<file path="src/rtl/elem_step_pkg.sv">
package elem_step_pkg;
  typedef enum logic {
    ORD_SUB_INNER  = 1'b0,
    ORD_ELEM_INNER = 1'b1
  } nest_order_e;
endpackage

</file>
<file path="src/rtl/step_nest.sv">
module step_nest
  import elem_step_pkg::*;
#(
  parameter int unsigned VL_W  = 7,
  parameter int unsigned SUB_W = 2
) (
  input  logic             clk_i,
  input  logic             rst_ni,
  input  logic             adv_i,
  input  logic             wrap_i,
  input  nest_order_e      order_i,
  input  logic [VL_W-1:0]  vl_i,
  input  logic [SUB_W-1:0] sub_last_i,
  output logic [VL_W-1:0]  elem_o,
  output logic [SUB_W-1:0] sub_o,
  output logic             at_end_o
);
  logic [VL_W-1:0]  elem_q, elem_d;
  logic [SUB_W-1:0] sub_q, sub_d;
  logic [VL_W-1:0]  elem_last;
  logic             elem_end, sub_end;

  assign elem_last = vl_i - VL_W'(1);
  assign elem_end  = (elem_q == elem_last);
  assign sub_end   = (sub_q == sub_last_i);
  assign at_end_o  = elem_end && sub_end;

  always_comb begin
    elem_d = elem_q;
    sub_d  = sub_q;
    if (wrap_i) begin
      elem_d = '0;
      sub_d  = '0;
    end else if (adv_i) begin
      if (order_i == ORD_SUB_INNER) begin
        if (sub_end) begin
          sub_d  = '0;
          elem_d = elem_q + VL_W'(1);
        end else begin
          sub_d = sub_q + SUB_W'(1);
        end
      end else begin
        if (elem_end) begin
          elem_d = '0;
          sub_d  = sub_q + SUB_W'(1);
        end else begin
          elem_d = elem_q + VL_W'(1);
        end
      end
    end
  end

  always_ff @(posedge clk_i or negedge rst_ni) begin
    if (!rst_ni) begin
      elem_q <= '0;
      sub_q  <= '0;
    end else begin
      elem_q <= elem_d;
      sub_q  <= sub_d;
    end
  end

  assign elem_o = elem_q;
  assign sub_o  = sub_q;

  AST_ELEM_RANGE: assert property (@(posedge clk_i) disable iff (!rst_ni)
    (vl_i != '0) |-> (elem_q < vl_i));
  AST_SUB_RANGE: assert property (@(posedge clk_i) disable iff (!rst_ni)
    sub_q <= sub_last_i);
  AST_WRAP_ZERO: assert property (@(posedge clk_i) disable iff (!rst_ni)
    wrap_i |=> (elem_q == '0) && (sub_q == '0));
endmodule

</file>
<file path="src/rtl/step_ctrl.sv">
module step_ctrl (
  input  logic vfirst_i,
  input  logic run_i,
  input  logic step_i,
  input  logic vl_zero_i,
  input  logic src_end_i,
  input  logic dst_end_i,
  output logic adv_o,
  output logic valid_o,
  output logic last_o,
  output logic done_o
);
  logic fin;

  // vertical-first: only an explicit step moves the nests
  assign adv_o   = vfirst_i ? step_i : run_i;
  assign fin     = src_end_i && dst_end_i;
  assign valid_o = adv_o && !vl_zero_i;
  assign last_o  = valid_o && fin;
  assign done_o  = adv_o && (vl_zero_i || fin);
endmodule

</file>
<file path="src/rtl/elem_step_seq.sv">
module elem_step_seq
  import elem_step_pkg::*;
#(
  parameter int unsigned VL_W      = 7,
  parameter int unsigned SUBVL_MAX = 4,
  localparam int unsigned SUB_W    = $clog2(SUBVL_MAX)
) (
  input  logic             clk_i,
  input  logic             rst_ni,
  input  logic [VL_W-1:0]  vl_i,
  input  logic [SUB_W:0]   subvl_i,
  input  logic             pack_i,
  input  logic             unpack_i,
  input  logic             vfirst_i,
  input  logic             run_i,
  input  logic             step_i,
  output logic             valid_o,
  output logic             last_o,
  output logic             done_o,
  output logic [VL_W-1:0]  src_elem_o,
  output logic [SUB_W-1:0] src_sub_o,
  output logic [VL_W-1:0]  dst_elem_o,
  output logic [SUB_W-1:0] dst_sub_o
);
  logic             adv, src_end, dst_end, vl_zero;
  logic [SUB_W:0]   sub_last_w;
  logic [SUB_W-1:0] sub_last;

  assign vl_zero    = (vl_i == '0);
  assign sub_last_w = subvl_i - (SUB_W+1)'(1);
  assign sub_last   = sub_last_w[SUB_W-1:0];

  step_ctrl u_ctrl (
    .vfirst_i  (vfirst_i),
    .run_i     (run_i),
    .step_i    (step_i),
    .vl_zero_i (vl_zero),
    .src_end_i (src_end),
    .dst_end_i (dst_end),
    .adv_o     (adv),
    .valid_o   (valid_o),
    .last_o    (last_o),
    .done_o    (done_o)
  );

  step_nest #(.VL_W(VL_W), .SUB_W(SUB_W)) u_src (
    .clk_i      (clk_i),
    .rst_ni     (rst_ni),
    .adv_i      (adv),
    .wrap_i     (done_o),
    .order_i    (pack_i ? ORD_ELEM_INNER : ORD_SUB_INNER),
    .vl_i       (vl_i),
    .sub_last_i (sub_last),
    .elem_o     (src_elem_o),
    .sub_o      (src_sub_o),
    .at_end_o   (src_end)
  );

  step_nest #(.VL_W(VL_W), .SUB_W(SUB_W)) u_dst (
    .clk_i      (clk_i),
    .rst_ni     (rst_ni),
    .adv_i      (adv),
    .wrap_i     (done_o),
    .order_i    (unpack_i ? ORD_ELEM_INNER : ORD_SUB_INNER),
    .vl_i       (vl_i),
    .sub_last_i (sub_last),
    .elem_o     (dst_elem_o),
    .sub_o      (dst_sub_o),
    .at_end_o   (dst_end)
  );

  AST_NEST_SYNC: assert property (@(posedge clk_i) disable iff (!rst_ni)
    src_end == dst_end);
  AST_VF_HOLD: assert property (@(posedge clk_i) disable iff (!rst_ni)
    (vfirst_i && !step_i) |=> $stable(src_elem_o) && $stable(src_sub_o)
                              && $stable(dst_elem_o) && $stable(dst_sub_o));
  AST_VL0_NOISSUE: assert property (@(posedge clk_i) disable iff (!rst_ni)
    vl_zero |-> !valid_o && !last_o);
  AST_LAST_DONE: assert property (@(posedge clk_i) disable iff (!rst_ni)
    last_o |-> done_o);
endmodule

</file>
<file path="config.mk">
export PLATFORM = sky130hd
export DESIGN_NAME = elem_step_seq
export DESIGN_NICKNAME = d
export VERILOG_FILES = /design/src/rtl/elem_step_pkg.sv /design/src/rtl/step_nest.sv /design/src/rtl/step_ctrl.sv /design/src/rtl/elem_step_seq.sv
export SDC_FILE = /design/constraint.sdc
export NUM_CORES = 1
export LEC_CHECK = 0
export CELL_PAD_IN_SITES_DETAIL_PLACEMENT = 1
export CELL_PAD_IN_SITES_GLOBAL_PLACEMENT = 2
export CORE_ASPECT_RATIO = 1.2
export CORE_MARGIN = 4
export CORE_UTILIZATION = 26
export DETAILED_ROUTE_END_ITERATION = 8
export GPL_TIMING_DRIVEN = 0
export PLACE_DENSITY = 0.75
export SYNTH_ARGS = -nofsm -noshare
export SYNTH_HDL_FRONTEND = slang
export SYNTH_SLANG_ARGS = --single-unit
</file>
<file path="constraint.sdc">
create_clock -name clk_i -period 2.3 [get_ports clk_i]
set_clock_uncertainty 0.2 [all_clocks]
set_input_delay 0.23 -clock clk_i [delete_from_list [all_inputs] [get_ports clk_i]]
set_output_delay 0.23 -clock clk_i [all_outputs]
set_load 0.02 [all_outputs]
</file>
Word-level counts from Yosys, hierarchy flattened --
Cells that the tools add are included.
Storage, ports and cells: logic and storage cells 55, memory bits (read-only) 0, output and inout bits 21, bits in latches 0, flip-flop bits (word level) 18, bits of input ports 17, memories kept 0, bits in writable memories 0
Cells by class: add/subtract/negate cells 6, divide/modulo/power cells 0, equality and inequality tests 6, reductions and logical operators 16, shifts and indexed selects 0, $mul 0, bitwise operators 0, mux-type cells 23, $lt $le $gt $ge 0
Operators by type and width (count):
- 7-bit 2-to-1 mux | 10
- 2-bit 2-to-1 mux | 10
- 7-bit by 1-bit adder with 7-bit output, second input constant | 2
- 7-bit equality test | 2
- 2-bit AND reduction | 4
- 7-bit zero test | 1
- 7-bit by 1-bit subtractor with 7-bit output, second input constant | 1
- 1-bit logical AND | 6
- 3-bit inequality test, second input constant | 2
- 3-bit nonzero test | 2
- 2-bit by 1-bit adder with 2-bit output, second input constant | 2
- 2-bit equality test | 2
- 1-bit 2-to-1 mux | 3
- 2-bit nonzero test | 1
- 2-bit by 1-bit subtractor with 2-bit output, second input constant | 1
- 1-bit zero test | 1
- 1-bit logical OR | 1

Logic depth before layout (Yosys ltp) --
Gate-level depths: netlist of run 1.
depth in word-level cells 8, depth in mapped cells 11, depth with buffers taken out 9

Hierarchy --
From an unflattened synthesis of run 1, not the netlist that was laid out.
Second synthesis, totals: cell total of the unflattened synthesis 225, area total of the unflattened synthesis 1820.5 um^2
Modules (own cells, without submodules):
- step_nest | cells an instance 107, area an instance 872.1 um^2, seq. area each 225.2 um^2, times used 2
- step_ctrl | cells an instance 7, area an instance 43.8 um^2, seq. area each 0.0 um^2, times used 1
- elem_step_seq | cells an instance 4, area an instance 32.5 um^2, seq. area each 0.0 um^2, times used 1

Worst setup path after synthesis of run 1 --
No wires, ideal clock.
path type input-to-output, start point input vl_i[0], end point output done_o, buffers on the path 0, arrival 1903 ps, data required time 1870 ps, setup slack -33 ps, stages on the path 8, cells stage by stage inv_1 ha_1 xnor2_1 xnor2_1 nor4_4 and3_1 a31oi_4 nor2_2
On the way: word-level cells in the longest chain between the ends 6, elaborated cells on any way between the ends 9, classes of those cells add/sub: 1; eq/ne: 2; reduce/logical: 6
RTL lines:
- start: declaration | line elem_step_seq.sv:10 | input logic [VL_W-1:0] vl_i,
- 7-bit by 1-bit subtractor with 7-bit output | line step_nest.sv:23 | assign elem_last = vl_i - VL_W'(1);
- 7-bit equality test | line step_nest.sv:24 | assign elem_end = (elem_q == elem_last);
- 1-bit logical AND | line step_nest.sv:26 | assign at_end_o = elem_end && sub_end;
- 1-bit logical AND | line step_ctrl.sv:17 | assign fin = src_end_i && dst_end_i;
- 1-bit logical OR * | line step_ctrl.sv:20 | assign done_o = adv_o && (vl_zero_i || fin);
- 1-bit logical AND * | line step_ctrl.sv:20
- end: declaration | line elem_step_seq.sv:19 | output logic done_o,
Every way passes the cells marked *; elsewhere a longest branch is shown, timed or not.

Worst setup path after layout of run 1 --
Same ends and word-level chain as after synthesis.

==> impl_metrics.tcl, run 1 <==
set metrics [dict create \
    ys_seq_area_share_pct 28.3 \
    initialDrtViolationCount 18 \
    crit_arrival_ps 2020 \
    critical_path.startpoint_type "input port" \
    slew_headroom_pct 37.7 \
    slowest_stage "xnor3_2" \
    min_period_over_period_pct 106 \
    slowest_delay_ps 470 \
    area.growth.synth_to_final_pct 48.5 \
    worst_slew_pin_slew_ps 931 \
    drv_slew 0 \
    clock-sinks 18 \
    antennaDiodeCount 0 \
    grt_pass1_wl_um 8420 \
    start_util_pct 27.5 \
    crit_fanout 4 \
    core-area_um2 5780 \
    multi_input_area_um2 1210 \
    synth_edf_count 0 \
    criticalPathCategory "input port to output pin" \
    finalWorstSetupSlack_ps -149 \
    postLayoutCoreUtil_pct 40.9 \
    maxCapViolations 0 \
    hp-class "input port to register" \
    grt_max_degree 19 \
    clockRootBuffer "clkbuf_8" \
    dpl.cell_count 302 \
    rows 30 \
    finalNonFillerCells 317 \
    viasPerCell 4.89 \
    io_buffers 35 \
    synth_flop_cell "dfrtp_1" \
    r2r-start "u_src.elem_o[3]$_DFFE_PN0P_" \
    p_total_mw 2.10 \
    violations "negative setup slack" \
    gp_congestion 0.729 \
    vdd_drop_max_uv 330 \
    fmax_ghz 0.408 \
    clk_pin_slew_ps 70 \
    antenna_found_initial 0 \
    holdWs_ps 244 \
    grt.overflow.total 0 \
    die-height_um 93.7 \
    powerDensity_nw_per_um2 888 \
    drc 0 \
    dp_hpwl_um 3570 \
    period_needed_ps 2450 \
    clk-insertion-delay-late_ps 260 \
    ant_nets 0 \
    final_common_cell "clkdlybuf4s50_1" \
    die_area_um2 7440 \
    numCtsBuffers 3 \
    p_leak_nw 0.988 \
    crit_chain "buf_8, nor3_4, xnor3_2, nor4_4, and3_4, a31oi_4, nor2_4, buf_6" \
    dr.pass1.iters 4 \
    yosys_warnings 0 \
    wire_per_inst_um 16.0 \
    wl_um 5070 \
    status "complete, but fails checks" \
    clockBufferDepth 2 \
    fillers 699 \
    async_flop_share_pct 100 \
    syn-cell-area_um2 1590 \
    startpoint "vl_i[0]" \
    cts_tree "yes" \
    syn_area_per_cell_um2 8.50 \
    layout_common_cells "clkdlybuf4s50_1 (24), nor2_1 (17), nand2_1 (15), buf_4 (15), dfrtp_1 (15)" \
    synth_cell_types 50 \
    regArea_um2 454 \
    hold_start "unpack_i" \
    final_net_count 260 \
    cp-end-kind "output pin" \
    syn_nets 208 \
    ios 38 \
    cp.required_ps 1870 \
    grtUsageTotal_pct 14.4 \
    rsz0062_at_grt "true" \
    vias 1550 \
    cts_max_level 1 \
    synthCells 187 \
    grt_pass1_vias 1663 \
    hold_violations 0 \
    drive_gt1_share_pct 28.7 \
    die_width_um 79.4 \
    setup_viol 4 \
    synth_seq_cells 18 \
]
-- Yosys cell counts, drive strengths merged (2+ instances only) --
library cell  count  area [um^2]
xor2             12          105
nand3b            2         15.0
o22ai             2         12.5
nor2             18         70.1
and3              5         31.3
and4              2         18.8
xnor2            15          131
nand4             3         18.8
nor2b             3         18.8
nand3             8         40.0
inv               8         30.0
nor4              3         33.8
a21oi            14         73.8
buf               2         18.8
dfrtp            18          450
a31oi             4         40.0
nor3b             5         53.8
nand2            18         67.6
nand2b            2         12.5
o21ai            10         50.0
nor3              4         25.0
clkbuf            5         38.8
or3               3         18.8
mux2i             3         30.0
ha                4         50.1
-- power breakdown --
part / switching [mW] / internal (mW)
registers: 0.209 / 0.448
logic: 0.597 / 0.617
clock network: 0.111 / 0.117
-- routing by layer --
metal,global-route usage (%),share of wire [%],up-vias
li1,-,-,757
met1,18.5,46,757
met2,23.9,49,29
met3,1.73,2.9,7
met4,6.16,2.2,0
met5,0,0,-
-- registers in the layout, indices dropped and copies added (netlist names) --
name          count
u_dst.elem_o      7
u_dst.sub_o       2
u_src.elem_o      7
u_src.sub_o       2
-- cells by family (layout without fill, tap and decap cells) --
kind of cell               count (synthesis)  after routing  synth area share (%)
and+or+nand+nor                           81             81                  29.3
AOI/OAI and AO/OA                         37             37                  14.7
xor gates and xnor gates                  28             28                  16.4
DFF                                       18             18                  28.3
buffers and inverters                     15             65                  5.51
adders and majority gates                  4              4                  3.15
muxes                                      4              4                  2.60
-- per-stage QoR --
stage	worst slack (ps)	instance area [um^2]	TNS [ps]
finish	-149	2360	-250
detailed placement	-1480	2050	-18750
global route	-231	2360	-656
floorplan	11.9	1600	0
global placement	-1440	2050	-18030
CTS	-149	2230	-396
-- worst paths after layout --
| kind | end | slack [ps] | cells after the start |
|---|---|---|---|
| max reg2reg | u_src.elem_o[6]$_DFFE_PN0P_ | -20 | 8 |
| min reg2reg | u_dst.sub_o[0]$_DFFE_PN0P_ | 360 | 1 |
| max | done_o | -150 | 8 |
| min in group asynchronous | u_src.elem_o[2]$_DFFE_PN0P_ | 290 | 1 |
| min | u_dst.sub_o[1]$_DFFE_PN0P_ | 240 | 5 |
| max in group asynchronous | u_dst.elem_o[4]$_DFFE_PN0P_ | 970 | 1 |
-- worst max-delay path: cells and delay by family --
kind                   cells  cell delay (ps)
AO/OA/AOI/OAI              1              100
XOR/XNOR                   1              470
AND/OR/NAND/NOR            4              960
buffers and inverters      2              240
-- cell type report --
class                           instances  area share, %
Multi-Input combinational cell        154           51.4
Sequential cell                        18           19.2
Buffer                                  4           2.28
Timing Repair Buffer                   50           19.8
Tap cell                               80           4.24
Clock buffer                            3           1.75
Inverter                                8           1.27
-- repair_timing --
item                       in CTS  in global routing
cloned                          0                  0
gates resized for setup        49                 34
setup endpoints to repair      21                 20
setup buffers                  12                  5
pin swaps                       9                  7
hold buffers                    0                  0
Power figures use the tool's default switching activity.
==> inputs of run 2 (changes only) <==
--- a/config.mk
+++ b/config.mk
@@ -8,11 +8,12 @@
 export CELL_PAD_IN_SITES_DETAIL_PLACEMENT = 1
 export CELL_PAD_IN_SITES_GLOBAL_PLACEMENT = 2
 export CORE_ASPECT_RATIO = 1.2
-export CORE_MARGIN = 4
-export CORE_UTILIZATION = 26
+export CORE_MARGIN = 3
+export CORE_UTILIZATION = 32
 export DETAILED_ROUTE_END_ITERATION = 8
+export DONT_BUFFER_PORTS = 1
 export GPL_TIMING_DRIVEN = 0
-export PLACE_DENSITY = 0.75
+export PLACE_DENSITY = 0.73
 export SYNTH_ARGS = -nofsm -noshare
 export SYNTH_HDL_FRONTEND = slang
 export SYNTH_SLANG_ARGS = --single-unit
==> run 2 against run 1 <==
Effect of this change:
- the flow still finishes with violations (negative setup slack)
- largest power group is now sequential cells
- sequential share of layout area increased by 4.8 points
- critical path depth down 2
- cell count shrank 19%
- clock power increased by 2%
==> impl_metrics.tcl, run 2 (synthesis gave the netlist of run 1 again) <==
set metrics [dict create \
    numCtsBuffers 3 \
    r2r-start "u_src.elem_o[4]$_DFFE_PN0P_" \
    dp_hpwl_um 3490 \
    maxCapViolations 0 \
    grt_pass1_wl_um 7770 \
    slowest_stage "dfrtp_2" \
    slowest_delay_ps 500 \
    cts_tree "yes" \
    drc 0 \
    status "complete, but fails checks" \
    antennaDiodeCount 0 \
    drive_gt1_share_pct 26.8 \
    fmax_ghz 0.409 \
    final_net_count 221 \
    rsz0062_at_grt "true" \
    dr.pass1.iters 4 \
    layout_common_cells "nor2_1 (17), nand2_1 (16), xnor2_1 (11), xor2_1 (11), dfrtp_1 (11)" \
    die_width_um 70.4 \
    worst_slew_pin_slew_ps 952 \
    drv_slew 0 \
    grt.overflow.total 0 \
    slew_headroom_pct 36.3 \
    core-area_um2 4700 \
    grt_max_degree 19 \
    crit_chain "xnor2_2, xnor2_2, nor4_4, and3_4, a31oi_4, nor2_4" \
    final_common_cell "nor2_1" \
    vdd_drop_max_uv 491 \
    clockBufferDepth 2 \
    wl_um 4810 \
    gp_congestion 0.785 \
    critical_path.startpoint_type "register" \
    hold_start "pack_i" \
    die-height_um 83.2 \
    vias 1445 \
    clockRootBuffer "clkbuf_8" \
    clock-sinks 18 \
    violations "negative setup slack" \
    hp-class "input port to register" \
    ios 38 \
    finalWorstSetupSlack_ps -148 \
    cts_max_level 1 \
    powerDensity_nw_per_um2 956 \
    startpoint "u_src.elem_o[4]$_DFFE_PN0P_" \
    antenna_found_initial 0 \
    initialDrtViolationCount 29 \
    ant_nets 0 \
    design_area_um2 1910 \
    hold_violations 0 \
    p_leak_nw 0.788 \
    period_needed_ps 2450 \
    min_period_over_period_pct 106 \
    crit_fanout 6 \
    io_buffers 0 \
    grt_pass1_vias 1594 \
    die_area_um2 5860 \
    grtUsageMet2_pct 27.8 \
    grt.busiest_layer "met2" \
    clk-insertion-delay-late_ps 250 \
    area.growth.synth_to_final_pct 20.2 \
    use_met1_pct 19.5 \
    criticalPathCategory "register to output pin" \
    start_util_pct 33.9 \
    clk_pin_slew_ps 70 \
    setup_viol 5 \
    rows 27 \
    viasPerCell 5.64 \
    met3_usage_pct 3.75 \
    wire_per_inst_um 18.8 \
    cp.required_ps 1870 \
    grtUsageTotal_pct 16.2 \
    place_area_um2 1670 \
    crit_path_frequent_cell "xnor2_2" \
    postLayoutCoreUtil_pct 40.7 \
    cp-end-kind "output pin" \
    crit_arrival_ps 2020 \
]
run 2: changes by cell type in the layout (fill, tap and decap cells not counted), moves of 2 or more:
cell / before / now
clkdlybuf4s50_1: 24 / 0
buf_4: 15 / 7
dfrtp_1: 15 / 11
dfrtp_2: 3 / 7
buf_2: 2 / 0
buf_6: 3 / 1
buf_8: 2 / 0
dlygate4sd2_1: 2 / 0
dlymetal6s2s_1: 2 / 0
xor2_1: 9 / 11
xor2_2: 3 / 1
run 2: per-layer routing:
layer	vias up	part of all wire, %
li1	677	-
met1	725	44
met2	39	49
met3	4	5.9
met4	0	1.4
met5	-	0
run 2: path summary, 6_finish.rpt:
path / to / slack (ps) / cells after the start
hold reg to reg: u_src.elem_o[1]$_DFFE_PN0P_ / 450 / 2
max in group asynchronous: u_dst.elem_o[4]$_DFFE_PN0P_ / 890 / 1
setup reg to reg: u_src.elem_o[6]$_DFFE_PN0P_ / -60 / 8
min in group asynchronous: u_src.sub_o[0]$_DFFE_PN0P_ / 370 / 1
hold / removal: u_src.elem_o[6]$_DFFE_PN0P_ / 100 / 3
setup / recovery: done_o / -150 / 6
run 2: report_power, final:
part	switching [mW]	leakage (nW)	internal (mW)
Clock	0.116	0.0216	0.117
Combinational	0.387	0.557	0.384
Sequential	0.372	0.209	0.451
run 2: layout make-up:
cell class	instances	area, um^2
multi-input cells	154	1150
repair buffers	9	87.6
well taps	58	72.6
fillers	565	2780
plain buffers	6	70.1
inverters	8	30.0
flip-flops and latches	18	459
clock buffers	3	41.3
run 2: what timing repair did:
action / 4_1_cts / 5_1_grt
hold buffers: 1 / 0
hold endpoints to repair: 18 / 0
gates cloned: 0 / 1
gates resized for setup: 23 / 15
pin swaps: 8 / 6
endpoints found under the setup margin: 20 / 20
buffers inserted: 7 / 1
run 2: critical path, delay by kind of cell (launching register included):
family / cells / cell delay, ps
flip-flops: 1 / 500
AO/OA/AOI/OAI: 1 / 100
XOR/XNOR: 2 / 330
AND/OR/NAND/NOR: 3 / 840
run 2: per-stage QoR:
stage / instances / hold WS (ps) / setup TNS, ps / total power [mW] / setup slack, ps
floorplan: 187 / -266 / 0 / 1.30 / 11.9
global placement: 245 / -265 / -3640 / 1.43 / -240
detailed placement: 245 / -265 / -5180 / 1.47 / -318
CTS: 255 / 87.6 / -1590 / 1.79 / -210
global route: 256 / 114 / -1330 / 1.97 / -251
finish: 256 / 101 / -251 / 1.83 / -148
==> inputs of run 3 (changes only) <==
--- a/config.mk
+++ b/config.mk
@@ -13,7 +13,7 @@
 export DETAILED_ROUTE_END_ITERATION = 8
 export DONT_BUFFER_PORTS = 1
 export GPL_TIMING_DRIVEN = 0
-export PLACE_DENSITY = 0.73
+export PLACE_DENSITY_LB_ADDON = 0.1
 export SYNTH_ARGS = -nofsm -noshare
 export SYNTH_HDL_FRONTEND = slang
 export SYNTH_SLANG_ARGS = --single-unit
==> constraint.sdc (replaced) <==
create_clock -name clk_i -period 2 [get_ports clk_i]
set_clock_uncertainty 0.2 [all_clocks]
set_input_delay 0.2 -clock clk_i [delete_from_list [all_inputs] [get_ports clk_i]]
set_output_delay 0.2 -clock clk_i [all_outputs]
set_load 0.02 [all_outputs]
==> run 3 against run 2 <==
Effect of this change:
- the flow still finishes with violations (negative setup slack)
- global-route usage decreased by 0.10 points
- total power increased by 15%
- count of clock-buffer cells in the layout unchanged
- non-clock buffer count increased by 2
- critical path type unchanged
- critical endpoint unchanged
- largest power group unchanged
==> impl_metrics.tcl, run 3 (synthesis gave the netlist of run 1 again) <==
set metrics [dict create \
    critical_path.startpoint_type "register" \
    internal-power_mw 1.10 \
    gp_congestion 0.851 \
    status "complete, but fails checks" \
    setup_tns_ps -5000 \
    grt.overflow.total 0 \
    vias 1437 \
    start_util_pct 33.9 \
    drc 0 \
    maxCapViolations 0 \
    wire_per_inst_um 18.2 \
    p_leak_nw 0.815 \
    clockRootBuffer "clkbuf_8" \
    layout_common_cells "nor2_1 (16), nand2_1 (14), xnor2_1 (11), xor2_1 (10), dfrtp_1 (10)" \
    period_needed_ps 2420 \
    worst_slew_pin_slew_ps 924 \
    cts_tree "yes" \
    drive_gt1_share_pct 32.5 \
    switching_share_pct 47.7 \
    min_period_over_period_pct 121 \
    numCtsBuffers 3 \
    finalWorstSetupSlack_ps -424 \
    dp_hpwl_um 3530 \
    clock-sinks 18 \
    vdd_drop_max_uv 619 \
    final_net_count 223 \
    clockBufferDepth 2 \
    drv_slew 0 \
    cts_max_level 1 \
    powerDensity_nw_per_um2 1060 \
    setup_viol 20 \
    slowest_stage "dfrtp_2" \
    die-height_um 83.2 \
    cp.required_ps 1600 \
    fmax_ghz 0.413 \
    area.growth.synth_to_final_pct 25.5 \
    final_common_cell "nor2_1" \
    hold_violations 0 \
    clk_pin_slew_ps 70 \
    criticalPathCategory "register to output pin" \
    die_width_um 70.4 \
    clkPwrFrac_pct 12.5 \
    rsz0062_at_grt "true" \
    antenna_found_initial 0 \
    place_area_um2 1700 \
    grt_max_degree 19 \
    slew_headroom_pct 38.2 \
    initialDrtViolationCount 26 \
    grtUsageTotal_pct 16.1 \
    crit_arrival_ps 2020 \
    dr.pass1.iters 4 \
    core-area_um2 4700 \
    viasPerCell 5.57 \
    crit_fanout 6 \
    hp-class "input port to register" \
    die_area_um2 5860 \
    grt_pass1_wl_um 7730 \
    crit_chain "xor2_2, xnor2_1, nand4_1, and4b_1, buf_6, a31oi_4, nor2_4" \
    grt_pass1_vias 1566 \
    clk-insertion-delay-late_ps 260 \
    ant_nets 0 \
    combPwrFrac_pct 42.2 \
    path_buf_inv 1 \
    cpLargestDelayFamily "simple AND/OR/NAND/NOR gates" \
    fillers 542 \
    io_buffers 0 \
    p_sw_mw 1.00 \
    antennaDiodeCount 0 \
    violations "negative setup slack" \
    slowest_delay_ps 500 \
    wl_um 4690 \
    pwr-share-seq_pct 45.3 \
    cp-end-kind "output pin" \
    ios 38 \
    rows 27 \
    design_area_um2 2000 \
]
==> run 3: changes by cell type in the layout (fill, tap and decap cells not counted), sizes merged <==
cell	change
buf	+2
==> run 3: power groups by stage <==
stage	clock network (mW)	registers (mW)	logic, mW
finish	0.263	0.955	0.889
global route	0.292	0.994	1.01
CTS	0.273	0.952	0.820
detailed placement	0	0.957	0.757
global placement	0	0.945	0.723
floorplan	0	0.870	0.644
==> run 3: path summary, 6_finish.rpt <==
kind	startpoint	endpoint	slack [ps]	cells after the start
max in group asynchronous	rst_ni	u_dst.elem_o[4]$_DFFE_PN0P_	650	1
hold / removal	subvl_i[1]	u_dst.sub_o[1]$_DFFE_PN0P_	80	3
hold reg to reg	u_src.elem_o[1]$_DFFE_PN0P_	u_src.elem_o[1]$_DFFE_PN0P_	470	2
setup / recovery	u_dst.elem_o[4]$_DFFE_PN0P_	done_o	-420	7
setup reg to reg	u_dst.elem_o[4]$_DFFE_PN0P_	u_dst.elem_o[6]$_DFFE_PN0P_	-330	10
min in group asynchronous	rst_ni	u_src.sub_o[1]$_DFFE_PN0P_	320	1
==> run 3: metrics by stage <==
| stage | cells | setup slack (ps) | utilization (%) | hold WS [ps] | total power, mW |
|---|---|---|---|---|---|
| 6_report | 258 | -424 | 42.5 | 79.9 | 2.11 |
| 5_1_grt | 258 | -528 | 42.5 | 86.7 | 2.29 |
| 4_1_cts | 253 | -466 | 38.7 | 52.8 | 2.05 |
| 3_5_place_dp | 245 | -448 | 36.2 | -295 | 1.71 |
| 3_3_place_gp | 245 | -421 | 36.2 | -295 | 1.67 |
| 2_1_floorplan | 187 | -206 | - | -296 | 1.51 |
==> run 3: area by class of cell <==
| type | count | area [um^2] | share of cell area (%) |
|---|---|---|---|
| Multi-Input combinational cell | 154 | 1210 | 60.8 |
| Buffer | 6 | 65.1 | 3.26 |
| Sequential cell | 18 | 460 | 23.1 |
| Inverter | 8 | 30.0 | 1.50 |
| Timing Repair Buffer | 11 | 114 | 5.71 |
| Clock buffer | 3 | 41.3 | 2.07 |
| Tap cell | 58 | 72.6 | 3.64 |
==> run 3: worst reg2reg max path: cells and delay by family, from the launching register on <==
kind | cells | cell delay [ps]
compound gates | 3 | 360
simple gates | 2 | 390
flops | 1 | 500
buf+inv | 3 | 410
xor+xnor | 2 | 360
==> run 3: repair_timing <==
action                                 in CTS  in global routing
gates cloned                                0                  1
endpoints found under the hold margin      18                  0
gates resized for setup                    11                 33
setup endpoints to repair                  20                 20
pin swaps                                   7                 16
setup buffers                               5                  4
hold buffers                                1                  0
==> run 3: metal layers <==
layer / track usage, % / vias to the layer above / part of all wire, %
met2: 26.9 / 39 / 50
li1: - / 684 / -
met3: 4.12 / 8 / 6.0
met5: 0 / - / 0
met4: 5.05 / 0 / 1.9
met1: 20.0 / 706 / 42
